## config.mk

```make
export PLATFORM = sky130hd
export DESIGN_NAME = kmr_bank
export DESIGN_NICKNAME = d
export VERILOG_FILES = /design/src/rtl/kmr_pkg.sv /design/src/rtl/kmr_ctrl.sv /design/src/rtl/kmr_dpath.sv /design/src/rtl/kmr_bank.sv
export SDC_FILE = /design/constraint.sdc
export NUM_CORES = 1
export LEC_CHECK = 0
export BUFFER_PORTS_ARGS = -buffer_cell sky130_fd_sc_hd__buf_2
export CAP_MARGIN = 25
export CORE_MARGIN = 8
export CORE_UTILIZATION = 59
export DETAILED_ROUTE_END_ITERATION = 10
export MAX_ROUTING_LAYER = met4
export PLACE_DENSITY_LB_ADDON = 0.08
export SLEW_MARGIN = 30
export SYNTH_ARGS = -nofsm -noshare
export SYNTH_HDL_FRONTEND = slang
export SYNTH_SLANG_ARGS = --single-unit
```

## constraint.sdc

```tcl
create_clock -name clk -period 4.6 [get_ports clk]
set_input_delay 0.92 -clock clk [delete_from_list [all_inputs] [get_ports clk]]
set_output_delay 0.92 -clock clk [all_outputs]
set_load 0.02 [all_outputs]
```

## src/rtl/kmr_pkg.sv

```systemverilog
package kmr_pkg;

  typedef enum logic [1:0] {
    PRIV_USER = 2'd0,
    PRIV_SUP  = 2'd1,
    PRIV_HYP  = 2'd2
  } priv_e;

  typedef enum logic [1:0] {
    MASK_FULL = 2'd0,
    MASK_ULIM = 2'd1,
    MASK_SLIM = 2'd2
  } maskSel_e;

  typedef enum logic [1:0] {
    TGT_NONE = 2'd0,
    TGT_KEY  = 2'd1,
    TGT_ULIM = 2'd2,
    TGT_SLIM = 2'd3
  } target_e;

  typedef struct packed {
    logic     wrKey;
    logic     wrUlim;
    logic     wrSlim;
    maskSel_e maskSel;
    target_e  rdSel;
  } ctrl_t;

endpackage

```

## src/rtl/kmr_ctrl.sv

```systemverilog
module kmr_ctrl
  import kmr_pkg::*;
#(
  parameter int NUM_W        = 10,
  parameter int NUM_KEY_OPEN = 13,
  parameter int NUM_KEY_PRIV = 29,
  parameter int NUM_ULIM     = 157,
  parameter int NUM_SLIM     = 349
) (
  input  logic             clk,
  input  logic             rst,
  input  logic             isUser,
  input  logic             isHyp,
  input  logic             wrEn,
  input  logic [NUM_W-1:0] wrNum,
  input  logic             rdEn,
  input  logic [NUM_W-1:0] rdNum,
  output ctrl_t            ctl,
  output logic             fault
);

  localparam logic [NUM_W-1:0] KeyOpenNum = NUM_W'(NUM_KEY_OPEN);
  localparam logic [NUM_W-1:0] KeyPrivNum = NUM_W'(NUM_KEY_PRIV);
  localparam logic [NUM_W-1:0] UlimNum    = NUM_W'(NUM_ULIM);
  localparam logic [NUM_W-1:0] SlimNum    = NUM_W'(NUM_SLIM);

  priv_e   priv;
  target_e wrTgt;
  target_e rdTgt;
  logic    wrOk;
  logic    rdOk;
  logic    faultNxt;

  function automatic target_e decodeNum(input logic [NUM_W-1:0] n);
    if (n == KeyOpenNum || n == KeyPrivNum) return TGT_KEY;
    if (n == UlimNum) return TGT_ULIM;
    if (n == SlimNum) return TGT_SLIM;
    return TGT_NONE;
  endfunction

  function automatic logic permitted(input logic [NUM_W-1:0] n, input target_e t,
                                     input priv_e p);
    case (t)
      TGT_KEY:  return !(p == PRIV_USER && n == KeyPrivNum);
      TGT_ULIM: return p != PRIV_USER;
      TGT_SLIM: return p == PRIV_HYP;
      default:  return 1'b0;
    endcase
  endfunction

  always_comb begin
    if (isUser)     priv = PRIV_USER;
    else if (isHyp) priv = PRIV_HYP;
    else            priv = PRIV_SUP;
  end

  always_comb begin
    wrTgt = decodeNum(wrNum);
    rdTgt = decodeNum(rdNum);
    wrOk  = permitted(wrNum, wrTgt, priv);
    rdOk  = permitted(rdNum, rdTgt, priv);
  end

  always_comb begin
    ctl.wrKey  = wrEn && wrOk && (wrTgt == TGT_KEY);
    ctl.wrUlim = wrEn && wrOk && (wrTgt == TGT_ULIM);
    ctl.wrSlim = wrEn && wrOk && (wrTgt == TGT_SLIM);
    case (priv)
      PRIV_USER: ctl.maskSel = MASK_ULIM;
      PRIV_SUP:  ctl.maskSel = MASK_SLIM;
      default:   ctl.maskSel = MASK_FULL;
    endcase
    ctl.rdSel = (rdEn && rdOk) ? rdTgt : TGT_NONE;
    faultNxt  = (wrEn && !wrOk) || (rdEn && !rdOk);
  end

  always_ff @(posedge clk) begin
    if (rst) fault <= 1'b0;
    else     fault <= faultNxt;
  end

  AST_USER_NO_PRIV_WR: assert property (@(posedge clk) disable iff (rst)
    (isUser && wrEn && (wrNum == KeyPrivNum || wrNum == UlimNum))
      |-> !(ctl.wrKey || ctl.wrUlim));

  AST_SLIM_HYP_ONLY: assert property (@(posedge clk) disable iff (rst)
    (ctl.wrSlim || ctl.rdSel == TGT_SLIM) |-> (isHyp && !isUser));

  AST_HYP_FULL_MASK: assert property (@(posedge clk) disable iff (rst)
    (isHyp && !isUser && (ctl.wrKey || ctl.wrUlim)) |-> ctl.maskSel == MASK_FULL);

  AST_FAULT_FOLLOWS: assert property (@(posedge clk) disable iff (rst)
    (wrEn && !(ctl.wrKey || ctl.wrUlim || ctl.wrSlim)) |=> fault);

endmodule

```

## src/rtl/kmr_dpath.sv

```systemverilog
module kmr_dpath
  import kmr_pkg::*;
#(
  parameter int DATA_W = 64
) (
  input  logic              clk,
  input  logic              rst,
  input  ctrl_t             ctl,
  input  logic [DATA_W-1:0] wrData,
  output logic [DATA_W-1:0] rdData
);

  localparam int NREG   = 3;
  localparam int IDX_KEY  = 0;
  localparam int IDX_ULIM = 1;
  localparam int IDX_SLIM = 2;

  logic [DATA_W-1:0] regQ  [NREG];
  logic [NREG-1:0]   wrStb;
  logic [DATA_W-1:0] mask;

  always_comb begin
    wrStb[IDX_KEY]  = ctl.wrKey;
    wrStb[IDX_ULIM] = ctl.wrUlim;
    wrStb[IDX_SLIM] = ctl.wrSlim;
    case (ctl.maskSel)
      MASK_ULIM: mask = regQ[IDX_ULIM];
      MASK_SLIM: mask = regQ[IDX_SLIM];
      default:   mask = '1;
    endcase
  end

  for (genvar i = 0; i < NREG; i++) begin : g_reg
    logic [DATA_W-1:0] merged;

    always_comb merged = (regQ[i] & ~mask) | (wrData & mask);

    always_ff @(posedge clk) begin
      if (rst)           regQ[i] <= '0;
      else if (wrStb[i]) regQ[i] <= merged;
    end

    AST_HOLD_UNWRITTEN: assert property (@(posedge clk) disable iff (rst)
      !wrStb[i] |=> $stable(regQ[i]));

    AST_MASK_OUTSIDE_KEPT: assert property (@(posedge clk) disable iff (rst)
      wrStb[i] |=> ((regQ[i] & ~$past(mask)) == ($past(regQ[i]) & ~$past(mask))));

    AST_RESET_CLEARS: assert property (@(posedge clk)
      rst |=> regQ[i] == '0);
  end

  always_comb begin
    case (ctl.rdSel)
      TGT_KEY:  rdData = regQ[IDX_KEY];
      TGT_ULIM: rdData = regQ[IDX_ULIM];
      TGT_SLIM: rdData = regQ[IDX_SLIM];
      default:  rdData = '0;
    endcase
  end

endmodule

```

## src/rtl/kmr_bank.sv

```systemverilog
module kmr_bank
  import kmr_pkg::*;
#(
  parameter int DATA_W       = 64,
  parameter int NUM_W        = 10,
  parameter int NUM_KEY_OPEN = 13,
  parameter int NUM_KEY_PRIV = 29,
  parameter int NUM_ULIM     = 157,
  parameter int NUM_SLIM     = 349
) (
  input  logic              clk,
  input  logic              rst,
  input  logic              isUser,
  input  logic              isHyp,
  input  logic              wrEn,
  input  logic [NUM_W-1:0]  wrNum,
  input  logic [DATA_W-1:0] wrData,
  input  logic              rdEn,
  input  logic [NUM_W-1:0]  rdNum,
  output logic [DATA_W-1:0] rdData,
  output logic              fault
);

  ctrl_t ctl;

  kmr_ctrl #(
    .NUM_W(NUM_W), .NUM_KEY_OPEN(NUM_KEY_OPEN), .NUM_KEY_PRIV(NUM_KEY_PRIV),
    .NUM_ULIM(NUM_ULIM), .NUM_SLIM(NUM_SLIM)
  ) u_ctrl (
    .clk(clk), .rst(rst), .isUser(isUser), .isHyp(isHyp),
    .wrEn(wrEn), .wrNum(wrNum), .rdEn(rdEn), .rdNum(rdNum),
    .ctl(ctl), .fault(fault)
  );

  kmr_dpath #(.DATA_W(DATA_W)) u_dpath (
    .clk(clk), .rst(rst), .ctl(ctl), .wrData(wrData), .rdData(rdData)
  );

  AST_FAULT_SINGLE_CYCLE: assert property (@(posedge clk) disable iff (rst)
    (!wrEn && !rdEn) |=> !fault);

endmodule

```

==> impl_metrics.json <==
{
  "drc": 0,
  "cts_setup_buffers": 0,
  "ys_warn_count": 0,
  "hold_viol_final": 0,
  "final_common_cell": "nor2_1",
  "met1_usage": 0.356,
  "area_growth_pct": 12.0,
  "finalWirelength_um": 35600,
  "root_buffer": "clkbuf_16",
  "cts.htree.levels": 4,
  "final_cell_mix": "nor2_1 (207), edfxtp_1 (192), buf_2 (152)",
  "timing.critical_path.mode_cell": "buf_4",
  "worst_slack_ns": 0.416,
  "die_w_um": 161,
  "syn_area_per_cell_um2": 9.61,
  "ys_types": 47,
  "drtIter0Drc": 1086,
  "dp.final_hpwl_um": 21900,
  "cts_resized": 0,
  "min_period_ns": 4.18,
  "fmax_mhz": 239,
  "dr.pass1.iters": 6,
  "crit_path_top_delay_cell": "nand4b_1",
  "ctsHoldBuffers": 0,
  "die_area_mm2": 0.0260,
  "synthCells": 1295,
  "fin_area_mm2": 0.0139,
  "gr-usage-met2": 0.427,
  "synthesis.area_mm2": 0.0124,
  "worst-endpoint-required_ns": 3.68,
  "synth-main-ff-cell": "edfxtp_1",
  "path_cells": "buf_4 -> buf_4 -> nand4b_1 -> o22ai_1 -> a22oi_1 -> nor2_1 -> buf_2",
  "status": "finished clean",
  "p_leak_nw": 5.01,
  "cp-start-kind": "input port",
  "wl_per_cell_um": 21.0,
  "die_height_um": 161,
  "n_fill_cell": 1740,
  "grt_pass1_wl_um": 55700,
  "placedCellCount": 1657,
  "core_area_mm2": 0.0209,
  "ys_seq_area_frac": 0.465,
  "cap_viol_max_count": 0,
  "final_cells": 1693,
  "relSlewSlack": 0.361,
  "fin_nets": 1491,
  "end_kind": "output port",
  "path_clk_slew_ns": 0.07,
  "hold-worst-slack_ns": 0.655,
  "cts_tree": "yes",
  "cp_max_fo": 53,
  "fin_crit_sh": 0.910,
  "grt.total_usage": 0.273,
  "syn-num-nets": 1385,
  "clock_latency_ns": 0.43,
  "crit_arrival_ns": 3.26,
  "grt.met3_usage": 0.0440,
  "slowest_delay_ns": 0.89,
  "timing.reg2reg.setup_slack_ns": 3.22,
  "cts.sinks": 193,
  "rows": 53,
  "worstSetupPathType": "input port to output port",
  "cts_made_buffers": 17,
  "post_dp_cell_area_mm2": 0.0134,
  "maxSlewViolCount": 0,
  "worst_pin_slew_ns": 0.958,
  "ios": 155,
  "ys_ff_latch": 193,
  "grt_pass1_vias": 10300,
  "port_buffers": 154,
  "place_ws_ns": 0.529,
  "antenna_found_initial": 2,
  "grt.overflow.total": 0,
  "vias": 10900,
  "synth-async-reset-ratio": 0,
  "top_usage_layer": "met2",
  "vias_per_cell": 6.46,
  "synth_edf_count": 192,
  "gp_congestion": 0.804,
  "fin_skew_ns": 0.00640,
  "hold_path_class": "register to register",
  "grt_max_degree": 104,
  "setup-violations-final": 0,
  "drive_gt1_frac": 0.202,
  "cts_buffer_depth": 2,
  "peakVddDrop_v": 0.000267,
  "powerDensity_mw_per_mm2": 280,
  "fin_tns_setup_ns": 0,
  "drtAntennaViolNets": 0,
  "initial_utilization": 0.596,
  "rsz0062_at_grt": "false"
}
worst max-delay path, delay by kind of cell:
family / cells / cell delay [ns]
compound gates: 2 / 0.58
simple gates: 2 / 0.99
buf+inv: 3 / 0.75
sequential cells by signal, summed over array words and instances, names as in the netlist:
| name | cells |
|---|---|
| u_dpath.regQ | 192 |
| u_ctrl.fault | 1 |
metrics by stage:
stage                      util  total power [mW]
after floorplan               -              2.37
after global placement    0.641              2.51
after detailed placement  0.641              2.52
after CTS                 0.666              3.90
after global routing      0.667              4.03
final                     0.667              3.91
synth_stat cells (all sizes together), types with 3 or more instances:
cell type  instances  area share
nand3             23      0.0097
a21oi            144       0.076
a22o               7      0.0049
nand2             79       0.024
o21ai             65       0.026
clkbuf            50       0.015
a2bb2oi           64       0.045
a221o             33       0.027
edfxtp           192        0.46
inv               15      0.0045
nor3              70       0.029
nand4b            20       0.014
buf               45       0.024
mux2i             64       0.051
and2              25       0.013
nor2b             64       0.032
nand2b             3      0.0015
o22ai             14      0.0070
nor2             207       0.062
nand3b            51       0.031
and3              14      0.0070
a32oi              9      0.0063
a22oi             15      0.0090
final cells by class:
type                    count  area, um^2  share of cell area
multi-input cells         992        6180               0.443
flip-flops and latches    193        5790               0.415
repair buffers            182        1030              0.0737
clock buffers              18         429              0.0308
well taps                 275         344              0.0247
clock inverters            14         108             0.00772
inverters                  15        56.3             0.00404
diodes                      4        10.0            0.000718
cells by family (layout without fill, tap and decap cells):
logic type             Yosys count  count (layout)  share of synthesized area
and+or+nand+nor                569             569                      0.233
AOI/OAI and AO/OA              359             359                      0.207
DFF                            193             193                      0.465
buffers and inverters          110             229                     0.0438
muxes                           64              64                     0.0515
other                            0               4                          0
where the power goes:
part | internal [mW] | switching (mW)
clock | 0.701 | 0.715
combinational | 0.180 | 0.268
sequential | 1.99 | 0.0569
per-layer routing:
layer  wire length [um]  up-vias
li1                   -     5078
met1              15000     5273
met2              16700      528
met3               3080       56
met4                784        0
met5                  0        -
worst paths after layout:
kind	from	to	depth (start not counted)
hold / removal	u_dpath.regQ[1][10]	u_dpath.regQ[1][10]	2
setup reg to reg	u_dpath.regQ[2][32]	u_dpath.regQ[1][32]	4
hold reg to reg	u_dpath.regQ[1][10]	u_dpath.regQ[1][10]	2
setup / recovery	isHyp	rdData[32]	7
Note: power is estimated with default switching activity, not from simulation.
